File: src/rtl/bank_rd_ptr_pkg.sv
package bank_rd_ptr_pkg;

  // Width of the bank selector; the bank count follows from it.
  localparam int BANK_SEL_W = 2;
  localparam int NUM_BANKS  = 1 << BANK_SEL_W;
  // Bytes per word; the pointer step after each read.
  localparam int WORD_BYTES = 4;

  typedef logic [BANK_SEL_W-1:0] bankSel_t;

  // Strobes from the control section to the datapath.
  typedef struct packed {
    logic [NUM_BANKS-1:0] loadHot;   // load wrAddr into this bank
    logic [NUM_BANKS-1:0] incHot;    // advance this bank by one word
    logic                 captureRd; // register the selected pointer
    bankSel_t             rdSel;     // bank whose pointer is captured
    logic                 recordWr;  // update read-back registers
  } ptrStrobes_t;

endpackage

File: src/rtl/bank_rd_ptr_ctrl.sv
module bank_rd_ptr_ctrl
  import bank_rd_ptr_pkg::*;
(
  input  logic        wrEn,
  input  bankSel_t    wrBank,
  input  logic        rdEn,
  input  bankSel_t    rdBank,
  output ptrStrobes_t strobes
);

  logic [NUM_BANKS-1:0] wrHit;
  logic [NUM_BANKS-1:0] rdHit;

  // One decoder per bank; a load always overrides an increment.
  for (genvar b = 0; b < NUM_BANKS; b++) begin : g_decode
    assign wrHit[b] = wrEn && (wrBank == BANK_SEL_W'(b));
    assign rdHit[b] = rdEn && (rdBank == BANK_SEL_W'(b));
  end

  always_comb begin
    strobes.loadHot   = wrHit;
    strobes.incHot    = rdHit & ~wrHit;
    strobes.captureRd = rdEn;
    strobes.rdSel     = rdBank;
    strobes.recordWr  = wrEn;
  end

endmodule

File: src/rtl/bank_rd_ptr_datapath.sv
module bank_rd_ptr_datapath
  import bank_rd_ptr_pkg::*;
#(
  parameter int ADDR_W = 16
) (
  input  logic              clk,
  input  logic              rstN,
  input  ptrStrobes_t       strobes,
  input  logic [ADDR_W-1:0] wrAddr,
  input  bankSel_t          wrBank,
  output logic [ADDR_W-1:0] memAddr,
  output logic              memAddrValid,
  output logic [ADDR_W-1:0] cfgAddr,
  output bankSel_t          cfgBank
);

  localparam logic [ADDR_W-1:0] STEP = ADDR_W'(WORD_BYTES);

  logic [ADDR_W-1:0] ptrQ [NUM_BANKS];
  logic [ADDR_W-1:0] selPtr;

  // Per-bank pointer register: load beats increment, increment wraps.
  for (genvar b = 0; b < NUM_BANKS; b++) begin : g_bank
    always_ff @(posedge clk) begin
      if (!rstN) begin
        ptrQ[b] <= '0;
      end else if (strobes.loadHot[b]) begin
        ptrQ[b] <= wrAddr;
      end else if (strobes.incHot[b]) begin
        ptrQ[b] <= ptrQ[b] + STEP;
      end
    end
  end

  assign selPtr = ptrQ[strobes.rdSel];

  // Registered address output, pre-increment value of the chosen bank.
  always_ff @(posedge clk) begin
    if (!rstN) begin
      memAddr      <= '0;
      memAddrValid <= 1'b0;
    end else begin
      memAddrValid <= strobes.captureRd;
      if (strobes.captureRd) begin
        memAddr <= selPtr;
      end
    end
  end

  // Read-back of the most recent write.
  always_ff @(posedge clk) begin
    if (!rstN) begin
      cfgAddr <= '0;
      cfgBank <= '0;
    end else if (strobes.recordWr) begin
      cfgAddr <= wrAddr;
      cfgBank <= wrBank;
    end
  end

endmodule

File: src/rtl/bank_rd_ptr.sv
module bank_rd_ptr
  import bank_rd_ptr_pkg::*;
#(
  parameter int ADDR_W = 16
) (
  input  logic              clk,
  input  logic              rstN,
  input  logic              wrEn,
  input  logic [ADDR_W-1:0] wrAddr,
  input  logic [1:0]        wrBank,
  input  logic              rdEn,
  input  logic [1:0]        rdBank,
  output logic [ADDR_W-1:0] memAddr,
  output logic              memAddrValid,
  output logic [ADDR_W-1:0] cfgAddr,
  output logic [1:0]        cfgBank
);

  ptrStrobes_t strobes;

  bank_rd_ptr_ctrl u_ctrl (
    .wrEn    (wrEn),
    .wrBank  (wrBank),
    .rdEn    (rdEn),
    .rdBank  (rdBank),
    .strobes (strobes)
  );

  bank_rd_ptr_datapath #(.ADDR_W(ADDR_W)) u_dp (
    .clk          (clk),
    .rstN         (rstN),
    .strobes      (strobes),
    .wrAddr       (wrAddr),
    .wrBank       (wrBank),
    .memAddr      (memAddr),
    .memAddrValid (memAddrValid),
    .cfgAddr      (cfgAddr),
    .cfgBank      (cfgBank)
  );

endmodule

File: config.mk
export PLATFORM = sky130hd
export DESIGN_NAME = bank_rd_ptr
export DESIGN_NICKNAME = d
export VERILOG_FILES = /design/src/rtl/bank_rd_ptr_pkg.sv /design/src/rtl/bank_rd_ptr_ctrl.sv /design/src/rtl/bank_rd_ptr_datapath.sv /design/src/rtl/bank_rd_ptr.sv
export SDC_FILE = /design/constraint.sdc
export NUM_CORES = 1
export LEC_CHECK = 0
export BUFFER_PORTS_ARGS = -buffer_cell sky130_fd_sc_hd__buf_2
export CAP_MARGIN = 20
export CORE_MARGIN = 3
export CORE_UTILIZATION = 50
export CTS_CLUSTER_DIAMETER = 100
export DETAILED_ROUTE_END_ITERATION = 8
export GPL_TIMING_DRIVEN = 0
export PLACE_DENSITY = 0.72
export SYNTH_ARGS = -nofsm -noshare
export SYNTH_HDL_FRONTEND = slang
export SYNTH_SLANG_ARGS = --single-unit
File: constraint.sdc
create_clock -name clk -period 1.42 [get_ports clk]
set_input_delay 0.355 -clock clk [delete_from_list [all_inputs] [get_ports clk]]
set_output_delay 0.355 -clock clk [all_outputs]
set_load 0.02 [all_outputs]
==> impl_metrics.toml <==
[detailed_routing]
wl_per_cell_um = 21.85
drtIter0Drc = 531
via_per_inst = 6.053
vias = 4758
detail-route-antenna-nets = 0
drc = 0
first_pass_iters = 6
routed_wl_um = 17180

[worst_hold_path]
holdPathEnd = "u_dp.cfgAddr[1]"
hp-class = "input port to register"
min_path_cells = 3
hp-start = "wrAddr[1]"

[layout]
fin_cells = 786
area_delta_synth_final_pct = 36.05
final_cell_mix = "67 x nand2_1, 64 x edfxtp_1, 61 x buf_4"
drive_above_1_share_pct = 41.08
layout_commonest_cell = "nand2_1"
final_cell_area_um2 = 7357
num_antenna_cells = 0
final_net_count = 673

[yosys]
yosysSeqAreaShare_pct = 48.50
yosys_register_bits = 99
yosys_warnings = 0
syn_avg_cell_area_um2 = 11.08
netlist_instances = 488
syn-num-nets = 516
syn_area_um2 = 5408
synth_cell_types = 43

[cts]
cts_root_buf = "clkbuf_8"
clkSlewWorstSetupHoldPaths_ps = 90
cts_tree = "done"
cts_buffers = 9
cts.hold.buffers_added = 0
clk_latency_ps = 380
cts_buffer_depth = 2
cts.sinks = 99
h-tree-depth = 3

[setup_path]
cp_max_fo = 4
worst_setup_path_end_kind = "register"
rr_startpoint = "u_dp.ptrQ[0][3]"
worst-r2r-cell-count = 5
cp_num_buf_inv = 0
worstPathCellList = "ha_4 > nand4_1 > nor3_2 > xnor2_1 > o21ai_1"
path_delay_family = "simple AND/OR/NAND/NOR gates"
crit_slowest_cell = "edfxtp_1"
timing.rr.end = "u_dp.ptrQ[0][12]"
crit_type = "register to register"
max_stage_delay_ps = 460
rrSetupSlack_ps = -270
critical_path_required_ps = 1530
crit_path_start_kind = "register"
arrival_ps = 1790

[placement]
dp_cells = 680
gp_congestion = 0.9293
hpwl_um = 10270
placed_area_um2 = 5869
portBuffers = 56
pre_cts_ws_ps = -460.5

[global_routing]
grt-busiest-layer = "met2"
grt_pass1_wl_um = 23360
grt_overflow = 0
met3_usage_pct = 4.077
grtUsageMet1_pct = 34.18
grt.met2_usage_pct = 43.02
track_usage_pct = 25.84
antenna_found_initial = 0
grt_max_degree = 16
grt_pass1_vias = 4274

[floorplanning]
die_h_um = 110.0
fp.dieW_um = 110.0
start_util_pct = 51.92
dieArea_um2 = 12100
fp.coreArea_um2 = 10420
row_count = 37
io_pins = 59

[sta]
tightest_slew_ps = 618.1
clock_skew_ps = 16.23
hold_violations = 0
rsz0062_at_grt = "yes"
finalSetupViolCount = 45
slew_violations = 0
finalWorstSetupSlack_ps = -267.8
fin_crit_sh_pct = 118.9
fmax_ghz = 0.5925
min_period_ps = 1688
hold_ws_ps = 316.8
max_slew_margin_pct = 58.79

[run_status]
violations = "setup timing"
outcome = "finished with violations"

[job]
max_cap_viol_count = 0

[power_and_ir_drop]
power_leakage_uw = 0.002951
vdd_ir_drop_max_mv = 0.5617
power.density_nw_per_um2 = 944.0
-- Yosys cell counts --
cell | number | area [µm²]
nor3_4 | 1 | 16.27
xnor2_1 | 33 | 289.0
a21boi_0 | 1 | 7.510
nand4_2 | 4 | 50.05
nor2_2 | 1 | 6.260
clkbuf_2 | 1 | 5.000
and4_1 | 2 | 17.52
inv_1 | 10 | 37.54
nor2_1 | 8 | 30.03
nand4_1 | 7 | 43.79
nor4_1 | 10 | 62.56
buf_2 | 4 | 20.02
ha_1 | 4 | 50.05
nand3_1 | 19 | 95.09
and4_2 | 1 | 10.01
a31o_2 | 1 | 8.760
o21ai_0 | 50 | 250.2
mux4_1 | 9 | 236.5
or2_2 | 2 | 12.51
nor4_4 | 1 | 21.27
mux2i_1 | 33 | 330.3
nand2b_4 | 1 | 13.76
xor2_1 | 15 | 131.4
clkbuf_1 | 6 | 22.52
a21o_1 | 1 | 7.510
o21ai_1 | 3 | 15.01
buf_4 | 5 | 37.54
dfxtp_1 | 35 | 700.7
nand3b_1 | 1 | 7.510
o21ai_2 | 7 | 61.31
nand4_4 | 1 | 21.27
and2_1 | 8 | 50.05
nand2_1 | 75 | 281.5
and3_1 | 2 | 12.51
buf_6 | 5 | 56.30
nor2b_1 | 33 | 206.5
nor3b_2 | 1 | 12.51
mux4_2 | 7 | 157.7
edfxtp_1 | 64 | 1922
nand2_2 | 1 | 6.260
nor3_1 | 12 | 60.06
nand2b_1 | 2 | 12.51
nor2_4 | 1 | 11.26
-- routing by layer --
metal  wire length, µm  up-vias
met2              8494      343
li1                  -     2080
met1              6326     2282
met4               565        0
met5                 0        -
met3              1791       53
-- sequential cells by signal (all words and copies together) (netlist names) --
register	cells
u_dp.cfgAddr	16
u_dp.cfgBank	2
u_dp.ptrQ	64
u_dp.memAddrValid	1
u_dp.memAddr	16
-- metrics by stage --
stage                     setup TNS [ps]  utilization (%)  total power [µW]
final                              -4484            70.63              6945
after global routing               -6522            70.63              7146
after global placement            -38170            56.35              4319
after floorplan                        0                -              4025
after CTS                         -810.2            64.41              6674
after detailed placement          -43600            56.35              4353
-- timing repair --
| item | CTS | global route |
|---|---|---|
| pin swaps | 21 | 38 |
| setup buffers | 48 | 43 |
| resized for setup | 61 | 87 |
| endpoints found under the setup margin | 76 | 63 |
-- how the worst max path moves through the flow --
stage,startpoint,to,slack (ps),cells after the start
2_1_floorplan,u_dp.ptrQ[0][2],u_dp.ptrQ[0][10],2,5
3_3_place_gp,rstN,u_dp.ptrQ[2][7],-440,4
3_5_place_dp,rstN,u_dp.ptrQ[0][10],-460,4
4_1_cts,u_dp.ptrQ[2][7],u_dp.ptrQ[2][15],-90,4
5_1_grt,u_dp.ptrQ[2][2],u_dp.ptrQ[2][15],-290,6
6_report,u_dp.ptrQ[0][3],u_dp.ptrQ[0][12],-270,5
-- report_power, final --
| group | total (µW) | switching, µW | internal [µW] |
|---|---|---|---|
| Clock | 2230 | 1020 | 1210 |
| Combinational | 1250 | 667 | 580 |
| Sequential | 3470 | 201 | 3270 |
-- worst register-to-register path, cell delays in order (launching register included) --
cell,delay [ps]
edfxtp_1,460
ha_4,190
nand4_1,220
nor3_2,290
xnor2_1,180
o21ai_1,110
-- cells by family (layout without fill, tap and decap cells) --
group	Yosys count	after routing	share of synthesized area [%]
XOR/XNOR	48	48	7.774
buffers and inverters	31	193	3.309
AND/OR/NAND/NOR	194	194	19.62
flip-flops	99	99	48.50
AO/OA/AOI/OAI	63	63	6.479
multiplexers	49	49	13.40
adder cells (fa/ha/maj)	4	4	0.9255
-- layout make-up --
type                            instances  area (µm²)
Fill cell                             660        3059
Multi-Input combinational cell        358        3042
Sequential cell                        99        2623
Timing Repair Buffer                  146        1101
Tap cell                              136       170.2
Buffer                                 21       143.9
Clock buffer                           10       137.6
Clock inverter                          6       102.6
Inverter                               10       37.54
(Power assumes the default switching activity.)
